### src/rtl/pfadd_pkg.sv
package pfadd_pkg;

  localparam int FP_W    = 32;
  localparam int EXP_W   = 8;
  localparam int FRAC_W  = 23;
  localparam int SIG_W   = FRAC_W + 1;         // significand with hidden bit
  localparam int EXT_W   = SIG_W + 3;          // plus guard, round, sticky
  localparam int LANES   = 2;
  localparam int PACK_W  = FP_W * LANES;
  localparam int SUM_W   = EXT_W + 1;          // room for carry out
  localparam int LZ_W    = $clog2(SUM_W + 1);
  localparam int EXP_MAX = (1 << EXP_W) - 1;

  typedef enum logic [1:0] {
    OP_ADD  = 2'b00,
    OP_SUB  = 2'b01,
    OP_RSUB = 2'b10,
    OP_HACC = 2'b11
  } pf_op_e;

  // One lane after operand alignment: the first pipeline stage contents.
  typedef struct packed {
    logic               sign_big;
    logic               eff_sub;
    logic [EXP_W-1:0]   exp_big;
    logic [EXT_W-1:0]   mag_big;
    logic [EXT_W-1:0]   mag_small;
  } align_t;

endpackage

### src/rtl/pfadd_route.sv
module pfadd_route
  import pfadd_pkg::*;
(
  input  logic [1:0]                  op_i,
  input  logic [PACK_W-1:0]           a_i,
  input  logic [PACK_W-1:0]           b_i,
  output logic [LANES-1:0][FP_W-1:0]  x_o,
  output logic [LANES-1:0][FP_W-1:0]  y_o
);

  logic [LANES-1:0][FP_W-1:0] a_l, b_l;
  pf_op_e op;

  assign a_l = a_i;
  assign b_l = b_i;
  assign op  = pf_op_e'(op_i);

  // Subtraction is an addition with the second addend's sign flipped.
  always_comb begin
    x_o = a_l;
    y_o = b_l;
    unique case (op)
      OP_ADD: begin
        x_o = a_l;
        y_o = b_l;
      end
      OP_SUB: begin
        x_o = a_l;
        for (int i = 0; i < LANES; i++) y_o[i] = {~b_l[i][FP_W-1], b_l[i][FP_W-2:0]};
      end
      OP_RSUB: begin
        x_o = b_l;
        for (int i = 0; i < LANES; i++) y_o[i] = {~a_l[i][FP_W-1], a_l[i][FP_W-2:0]};
      end
      OP_HACC: begin
        x_o[0] = a_l[0];
        y_o[0] = a_l[1];
        x_o[1] = b_l[0];
        y_o[1] = b_l[1];
      end
      default: begin
        x_o = a_l;
        y_o = b_l;
      end
    endcase
  end

endmodule

### src/rtl/pfadd_align.sv
module pfadd_align
  import pfadd_pkg::*;
(
  input  logic [FP_W-1:0] x_i,
  input  logic [FP_W-1:0] y_i,
  output align_t          al_o
);

  localparam int WIDE_W = 2 * SIG_W;

  logic             sx, sy, sb, ss;
  logic [EXP_W-1:0] ex, ey, eb, es, diff;
  logic [SIG_W-1:0] mx, my, mb, ms;
  logic             x_big;
  logic [WIDE_W-1:0] wide, shifted;
  logic [EXT_W-2:0] top;
  logic             sticky;

  always_comb begin
    sx = x_i[FP_W-1];
    sy = y_i[FP_W-1];
    ex = x_i[FP_W-2:FRAC_W];
    ey = y_i[FP_W-2:FRAC_W];
    // zero exponent field: treat as signed zero
    mx = (ex == '0) ? '0 : {1'b1, x_i[FRAC_W-1:0]};
    my = (ey == '0) ? '0 : {1'b1, y_i[FRAC_W-1:0]};

    x_big = {ex, mx} >= {ey, my};
    sb = x_big ? sx : sy;
    ss = x_big ? sy : sx;
    eb = x_big ? ex : ey;
    es = x_big ? ey : ex;
    mb = x_big ? mx : my;
    ms = x_big ? my : mx;
    diff = eb - es;

    wide    = {ms, {SIG_W{1'b0}}};
    shifted = wide >> diff;
    if (diff >= EXP_W'(WIDE_W)) begin
      top    = '0;
      sticky = |ms;
    end else begin
      top    = shifted[WIDE_W-1 -: (EXT_W-1)];
      sticky = |shifted[WIDE_W-EXT_W:0];
    end

    al_o.sign_big  = sb;
    al_o.eff_sub   = sb ^ ss;
    al_o.exp_big   = eb;
    al_o.mag_big   = {mb, 3'b000};
    al_o.mag_small = {top, sticky};
  end

endmodule

### src/rtl/pfadd_finish.sv
module pfadd_finish
  import pfadd_pkg::*;
(
  input  align_t          al_i,
  output logic [FP_W-1:0] res_o
);

  function automatic logic [LZ_W-1:0] lead_zeros(input logic [EXT_W-1:0] v);
    logic [LZ_W-1:0] n;
    logic            seen;
    n    = '0;
    seen = 1'b0;
    for (int i = EXT_W - 1; i >= 0; i--) begin
      if (!seen && !v[i]) n = n + 1'b1;
      else                seen = 1'b1;
    end
    return n;
  endfunction

  logic [SUM_W-1:0]  sum;
  logic [EXT_W-1:0]  norm;
  logic [LZ_W-1:0]   lz;
  logic signed [EXP_W+2:0] e_norm, e_fin;
  logic [SIG_W-1:0]  keep;
  logic              rnd_up;
  logic [SIG_W:0]    rnd;
  logic [FRAC_W-1:0] frac;

  always_comb begin
    if (al_i.eff_sub) sum = {1'b0, al_i.mag_big} - {1'b0, al_i.mag_small};
    else              sum = {1'b0, al_i.mag_big} + {1'b0, al_i.mag_small};

    lz = '0;
    if (sum[SUM_W-1]) begin
      norm   = {sum[SUM_W-1:2], sum[1] | sum[0]};
      e_norm = $signed({3'b000, al_i.exp_big}) + 11'sd1;
    end else begin
      lz     = lead_zeros(sum[EXT_W-1:0]);
      norm   = sum[EXT_W-1:0] << lz;
      e_norm = $signed({3'b000, al_i.exp_big}) - $signed({{(EXP_W+3-LZ_W){1'b0}}, lz});
    end

    keep   = norm[EXT_W-1:3];
    rnd_up = norm[2] & (norm[1] | norm[0] | keep[0]);
    rnd    = {1'b0, keep} + {{SIG_W{1'b0}}, rnd_up};
    if (rnd[SIG_W]) begin
      frac  = rnd[SIG_W-1:1];
      e_fin = e_norm + 11'sd1;
    end else begin
      frac  = rnd[FRAC_W-1:0];
      e_fin = e_norm;
    end

    if (sum == '0) begin
      res_o = '0;
    end else if (e_fin >= $signed(11'(EXP_MAX))) begin
      res_o = {al_i.sign_big, EXP_W'(EXP_MAX - 1), {FRAC_W{1'b1}}};
    end else if (e_fin <= 11'sd0) begin
      res_o = '0;
    end else begin
      res_o = {al_i.sign_big, e_fin[EXP_W-1:0], frac};
    end
  end

endmodule

### src/rtl/pfadd_dual.sv
module pfadd_dual
  import pfadd_pkg::*;
(
  input  logic              clk,
  input  logic              rst_n,
  input  logic              in_valid,
  input  logic [1:0]        in_op,
  input  logic [63:0]       in_a,
  input  logic [63:0]       in_b,
  output logic              out_valid,
  output logic [63:0]       out_data
);

  logic [LANES-1:0][FP_W-1:0] lane_x, lane_y, lane_res;
  align_t [LANES-1:0]         st1_d, st1_q;
  logic                       st1_vld_d, st1_vld_q;
  logic                       out_vld_d;
  logic [PACK_W-1:0]          out_data_d;

  pfadd_route u_route (
    .op_i (in_op),
    .a_i  (in_a),
    .b_i  (in_b),
    .x_o  (lane_x),
    .y_o  (lane_y)
  );

  for (genvar g = 0; g < LANES; g++) begin : g_lane
    pfadd_align u_align (
      .x_i  (lane_x[g]),
      .y_i  (lane_y[g]),
      .al_o (st1_d[g])
    );
    pfadd_finish u_finish (
      .al_i  (st1_q[g]),
      .res_o (lane_res[g])
    );
  end

  // next-state logic
  always_comb begin
    st1_vld_d  = in_valid;
    out_vld_d  = st1_vld_q;
    out_data_d = lane_res;
  end

  // valid bits: reset
  always_ff @(posedge clk or negedge rst_n) begin
    if (!rst_n) begin
      st1_vld_q <= 1'b0;
      out_valid <= 1'b0;
    end else begin
      st1_vld_q <= st1_vld_d;
      out_valid <= out_vld_d;
    end
  end

  // data: no reset, loaded only when a valid operation passes
  always_ff @(posedge clk) begin
    if (st1_vld_d) st1_q    <= st1_d;
    if (out_vld_d) out_data <= out_data_d;
  end

endmodule

### config.mk
export PLATFORM = sky130hd
export DESIGN_NAME = pfadd_dual
export DESIGN_NICKNAME = d
export VERILOG_FILES = /design/src/rtl/pfadd_pkg.sv /design/src/rtl/pfadd_route.sv /design/src/rtl/pfadd_align.sv /design/src/rtl/pfadd_finish.sv /design/src/rtl/pfadd_dual.sv
export SDC_FILE = /design/constraint.sdc
export NUM_CORES = 1
export LEC_CHECK = 0
export BUFFER_PORTS_ARGS = -buffer_cell sky130_fd_sc_hd__buf_4
export CAP_MARGIN = 20
export CORE_MARGIN = 10
export CORE_UTILIZATION = 45
export DETAILED_ROUTE_END_ITERATION = 7
export REMOVE_ABC_BUFFERS = 1
export SETUP_SLACK_MARGIN = 0.02
export SYNTH_ARGS = -nofsm -noshare
export SYNTH_HDL_FRONTEND = slang
export SYNTH_SLANG_ARGS = --single-unit
export TNS_END_PERCENT = 1
### constraint.sdc
create_clock -name clk -period 23.1 [get_ports clk]
set_input_delay 1.155 -clock clk [delete_from_list [all_inputs] [get_ports clk]]
set_output_delay 1.155 -clock clk [all_outputs]
set_load 0.02 [all_outputs]
==> results of run 1 <==
-- worst max-delay path: cells and delay by family (launching register included) --
family	cells	cell delay [ps]
flip-flops	1	420
AO/OA/AOI/OAI	37	6500
adder cells (fa/ha/maj)	24	7470
buffers and inverters	10	1140
multiplexers	8	1610
AND/OR/NAND/NOR	25	4280
-- placed cells by master (no fill, tap or decap), types with 46 or more instances in the layout --
master      n
mux2i_1   269
and3_1     59
or3_1      56
nand2_1   526
nand3_1   139
a31oi_1    66
ha_1      227
inv_1     207
a21oi_1   341
o211ai_1  106
nand4_1    68
buf_4     331
nor2_1    505
nor2b_1    46
nand2b_1   49
o21ai_0   327
nor3_1    131
edfxtp_1  186
mux2_2     69
xor2_1     78
xnor2_1   137
a21o_1     80
-- routing by layer --
layer  routed length [microns]  GRT usage
met2                     57500      0.428
met3                     10100     0.0366
met4                      4700     0.0964
met5                        19          0
met1                     62000      0.404
-- cells by family (layout without fill, tap and decap cells) --
kind of cell,after synthesis,in the layout,synth area share
xor gates and xnor gates,256,256,0.0746
buffers and inverters,489,584,0.0546
and+or+nand+nor,1828,1829,0.249
adders and majority gates,248,248,0.0868
DFF,188,188,0.158
AOI/OAI and AO/OA,1434,1434,0.268
muxes,361,361,0.110
-- state kept, by name (all words and copies together), names as in the netlist --
name       flops
out_data      64
out_vld_d      1
st1_q        122
out_valid      1
-- what timing repair did --
item	CTS	global route
resized for setup	2	51
endpoints found under the setup margin	23	64
pin swaps	0	9
buffers inserted	0	16
hold buffers	0	0
endpoints found under the hold margin	0	0
gates cloned	0	2
-- stage by stage --
step / utilization / TNS [ps] / worst slack (ps)
after floorplan: - / 0 / 601
after global placement: 0.487 / 0 / 633
after detailed placement: 0.487 / 0 / 7.30
after CTS: 0.495 / 0 / 78.0
after global routing: 0.500 / -909 / -59.3
final: 0.500 / 0 / 1400
-- worst max-delay path by stage --
stage	start	endpoint	slack, ps	cells after the start
CTS	st1_q[0]	out_data[4]	80	108
finish	st1_q[94]	out_data[52]	1400	104
floorplan	st1_q[62]	out_data[0]	600	102
detailed placement	st1_q[30]	out_data[5]	7	109
global placement	st1_q[3]	out_data[3]	630	108
global route	st1_q[17]	out_data[5]	-60	108
-- where the power goes --
group,switching (W),internal [W]
sequential,0.0000447,0.000495
clock,0.000162,0.000157
combinational,0.00206,0.00116
total,0.00226,0.00181
-- final cells by class --
type	count	area, sq um
Clock buffer	17	425
Clock inverter	15	195
Fill cell	7975	39400
Inverter	217	818
Multi-Input combinational cell	4128	28400
Sequential cell	188	5640
Tap cell	1050	1310
Timing Repair Buffer	335	2550
==> flow_metrics.env, run 1 <==
export IMPL_outcome="complete, no violations"
export IMPL_place_congestion=0.976
export IMPL_dieArea_sq_um=90900
export IMPL_reg2reg_depth=104
export IMPL_slowest_delay_ps=720
export IMPL_peakVddDrop_mv=0.0700
export IMPL_critPathArrivalTime_ps=21940
export IMPL_hold_viol=0
export IMPL_worst_pin_slew_ps=1070
export IMPL_start_kind="register"
export IMPL_synth_edf_count=186
export IMPL_timing_rr_start="st1_q[94]"
export IMPL_grt_overflow_total=0
export IMPL_vias_per_cell=6.38
export IMPL_cts_tree="done"
export IMPL_grt_max_degree=81
export IMPL_drv_slew=0
export IMPL_critPathSlowestCell="or4b_2"
export IMPL_fmaxAchievable_mhz=46.1
export IMPL_design_area_sq_um=39400
export IMPL_slew_headroom=0.284
export IMPL_antenna_found_initial=1
export IMPL_worstHoldEndpoint="out_valid"
export IMPL_drt_first_pass_iters=8
export IMPL_yosysTopAreaCellShare=0.157
export IMPL_cts_buffers=17
export IMPL_num_vias=37900
export IMPL_diodes=0
export IMPL_path_common_cell="ha_1"
export IMPL_synth_area_leaders="edfxtp_1 (16%), ha_1 (8.1%), mux2i_1 (7.6%)"
export IMPL_leakage_nw=16.1
export IMPL_holdWs_ps=398
export IMPL_clk_path_buf_depth=2
export IMPL_hp_class="register to register"
export IMPL_nets=5254
export IMPL_p_total_w=0.00408
export IMPL_final_cells=5950
export IMPL_synth_most_common_cell="nand2_1"
export IMPL_cts_sinks=188
export IMPL_row_count=103
export IMPL_dp_hpwl_microns=108000
export IMPL_h_tree_depth=4
export IMPL_dpl_cell_count=5900
export IMPL_syn_cell_area_sq_um=35700
export IMPL_portBuffers=197
export IMPL_drc=0
export IMPL_r2r_end="out_data[52]"
export IMPL_synthTopCellsByCount="nand2_1 (527), nor2_1 (507), a21oi_1 (342)"
export IMPL_hp_start="out_vld_d"
export IMPL_core_sq_um=78700
export IMPL_powerDensity_nw_per_um2=104
export IMPL_grtUsageTotal=0.282
export IMPL_netlist_instances=4804
export IMPL_initial_core_util=0.453
export IMPL_path_class="register to register"
export IMPL_finalSetupViolCount=0
export IMPL_cp_required_ps=23330
export IMPL_timing_max_cap_violations=0
export IMPL_synth_cell_type_count=130
export IMPL_min_path_cells=0
export IMPL_ys_warn_count=0
export IMPL_grt_pass1_wl_microns=205000
export IMPL_finalClockSkew_ps=27.5
export IMPL_die_h_microns=302
export IMPL_grt_pass1_vias=34400
export IMPL_syn_avg_cell_area_sq_um=7.43
export IMPL_wl_microns=134000
export IMPL_drt_iter0_drc=4071
export IMPL_yosysSeqAreaShare=0.158
export IMPL_wl_per_cell_microns=22.6
export IMPL_end_kind="register"
export IMPL_clockRootBuffer="clkbuf_16"
export IMPL_final_antenna_net_count=0
export IMPL_area_growth_syn_to_layout_pct=10.3
export IMPL_ys_flop_type="edfxtp_1"
export IMPL_clkSlewWorstSetupHoldPaths_ps=80
export IMPL_yosys_area_top_type="edfxtp_1"
export IMPL_io_pins=198
export IMPL_fin_crit_sh=0.940
export IMPL_die_x_microns=302
export IMPL_place_area_sq_um=38400
export IMPL_ys_ff_latch=188
export IMPL_critPathMaxFanout=29
export IMPL_rsz0062_at_grt="yes"
export IMPL_clkLatencyLatePin_ps=520
export IMPL_async_flop_share=0.0106
export IMPL_r2r_setup_slack_ps=1400
export IMPL_drive_gt1_frac=0.127
export IMPL_min_period_ps=21700
Note: power is estimated with default switching activity, not from simulation.
==> run 2, diff against run 1 <==
--- a/config.mk
+++ b/config.mk
@@ -7,11 +7,12 @@
 export LEC_CHECK = 0
 export BUFFER_PORTS_ARGS = -buffer_cell sky130_fd_sc_hd__buf_4
 export CAP_MARGIN = 20
-export CORE_MARGIN = 10
+export CORE_MARGIN = 1.5
 export CORE_UTILIZATION = 45
 export DETAILED_ROUTE_END_ITERATION = 7
 export REMOVE_ABC_BUFFERS = 1
 export SETUP_SLACK_MARGIN = 0.02
+export SLEW_MARGIN = 25
 export SYNTH_ARGS = -nofsm -noshare
 export SYNTH_HDL_FRONTEND = slang
 export SYNTH_SLANG_ARGS = --single-unit
==> constraint.sdc (replaced) <==
create_clock -name clk -period 26.3 [get_ports clk]
set_input_delay 1.315 -clock clk [delete_from_list [all_inputs] [get_ports clk]]
set_output_delay 1.315 -clock clk [all_outputs]
set_load 0.02 [all_outputs]
==> flow_metrics.env, run 2 (synthesis results as in run 1) <==
export IMPL_combPwrFrac=0.784
export IMPL_drt_iter0_drc=3537
export IMPL_drv_slew=0
export IMPL_finalClockSkew_ps=9.88
export IMPL_fin_tns_setup_ps=0
export IMPL_slowest_delay_ps=820
export IMPL_critPathArrivalTime_ps=24310
export IMPL_grtUsageTotal=0.310
export IMPL_cts_sinks=188
export IMPL_antenna_found_initial=0
export IMPL_reg_largest_list="st1_q (122), out_data (64)"
export IMPL_grt_max_degree=104
export IMPL_finalSetupViolCount=0
export IMPL_drt_first_pass_iters=6
export IMPL_clk_path_buf_depth=2
export IMPL_grt_pass1_wl_microns=201000
export IMPL_vias_per_cell=6.36
export IMPL_leakage_nw=15.6
export IMPL_core_sq_um=78700
export IMPL_mostFrequentLayoutCells="nand2_1 (527), nor2_1 (506), a21oi_1 (341)"
export IMPL_clkSlewWorstSetupHoldPaths_ps=80
export IMPL_die_h_microns=285
export IMPL_hp_class="input port to async pin"
export IMPL_area_growth_syn_to_layout_pct=8.13
export IMPL_end_kind="register"
export IMPL_hold_viol=0
export IMPL_dp_hpwl_microns=105000
export IMPL_reg2reg_depth=109
export IMPL_slew_headroom=0.254
export IMPL_worst_pin_slew_ps=1090
export IMPL_min_period_ps=24110
export IMPL_initial_core_util=0.453
export IMPL_regMostFlops="st1_q"
export IMPL_timing_max_cap_violations=0
export IMPL_fin_crit_sh=0.917
export IMPL_dpl_cell_count=5852
export IMPL_dieArea_sq_um=81000
export IMPL_grt_pass1_vias=34300
export IMPL_clockRootBuffer="clkbuf_16"
export IMPL_powerDensity_nw_per_um2=89.8
export IMPL_num_vias=37400
export IMPL_cts_resized=0
export IMPL_critPathMaxFanout=33
export IMPL_critPathSlowestCell="xnor2_1"
export IMPL_drc=0
export IMPL_portBuffers=197
export IMPL_grt_overflow_total=0
export IMPL_hold_buffers=0
export IMPL_final_setup_worst_slack_ps=2190
export IMPL_path_class="register to register"
export IMPL_fmaxAchievable_mhz=41.5
export IMPL_row_count=103
export IMPL_outcome="complete, no violations"
export IMPL_place_congestion=1.01
export IMPL_diodes=0
export IMPL_mostFrequentLayoutCell="nand2_1"
export IMPL_cts_tree="done"
export IMPL_largest_reg_flops=122
export IMPL_clkLatencyLatePin_ps=500
export IMPL_wl_per_cell_microns=22.1
export IMPL_wl_microns=130000
export IMPL_start_kind="register"
export IMPL_drive_gt1_frac=0.108
export IMPL_p_seq_frac=0.137
export IMPL_die_x_microns=285
export IMPL_nets=5188
export IMPL_pwr_share_clk=0.078
export IMPL_io_pins=198
export IMPL_cts_buffers=17
export IMPL_path_common_cell="ha_1"
export IMPL_swShare=0.558
export IMPL_post_cts_buffers=0
export IMPL_p_sw_w=0.00193
export IMPL_h_tree_depth=4
export IMPL_dp_slack_ps=2670
export IMPL_internal_power_w=0.00153
export IMPL_final_cells=5883
export IMPL_final_antenna_net_count=0
export IMPL_peakVddDrop_mv=0.0576
export IMPL_rsz0062_at_grt="no"
export IMPL_place_area_sq_um=38000
export IMPL_design_area_sq_um=38600
export IMPL_cp_required_ps=26510
==> run 2: worst max-delay path: cells and delay by family, from the launching register on <==
family          cells  cell delay (ps)
fa+ha+maj          27             8210
compound gates     32             6530
simple gates       35             5310
mux                 9             1580
buf+inv             5              970
xor+xnor            1              820
flops               1              370
==> run 2: per-stage QoR <==
stage               hold WS [ps]  utilization  power (W)
floorplan                    519            -    0.00234
CTS                          585        0.490    0.00341
finish                       608        0.490    0.00346
global placement             643        0.482    0.00312
detailed placement           666        0.482    0.00312
global route                 592        0.490    0.00372
==> run 2: layout make-up <==
class / count / area, sq um
Sequential cell: 188 / 5640
Fill cell: 7930 / 40200
Clock inverter: 14 / 159
Tap cell: 1050 / 1310
Inverter: 217 / 815
Clock buffer: 17 / 425
Timing Repair Buffer: 270 / 2030
Multi-Input combinational cell: 4127 / 28200
==> run 2: layer usage <==
| layer | vias to the layer above | GRT usage | routed length, microns |
|---|---|---|---|
| li1 | 18000 | - | - |
| met1 | 17800 | 0.437 | 60100 |
| met2 | 1464 | 0.483 | 56900 |
| met3 | 190 | 0.0307 | 8110 |
| met4 | 0 | 0.123 | 4960 |
| met5 | - | 0 | 0 |
==> run 2: path summary, 6_finish.rpt <==
path | startpoint | end | slack [ps]
max | st1_q[3] | out_data[2] | 2190
min | rst_n | out_vld_d | 610
max reg2reg | st1_q[3] | out_data[2] | 2190
min reg2reg | st1_q[63] | out_data[31] | 670
max in group asynchronous | rst_n | out_vld_d | 25570
min in group clk | st1_q[63] | out_data[31] | 670
==> run 2: power by group through the flow <==
| stage | clock network (W) | registers, W | logic [W] |
|---|---|---|---|
| finish | 0.000272 | 0.000475 | 0.00272 |
| global route | 0.000283 | 0.000483 | 0.00296 |
| CTS | 0.000276 | 0.000476 | 0.00265 |
| detailed placement | 0 | 0.000482 | 0.00264 |
| global placement | 0 | 0.000480 | 0.00264 |
| floorplan | 0 | 0.000528 | 0.00181 |
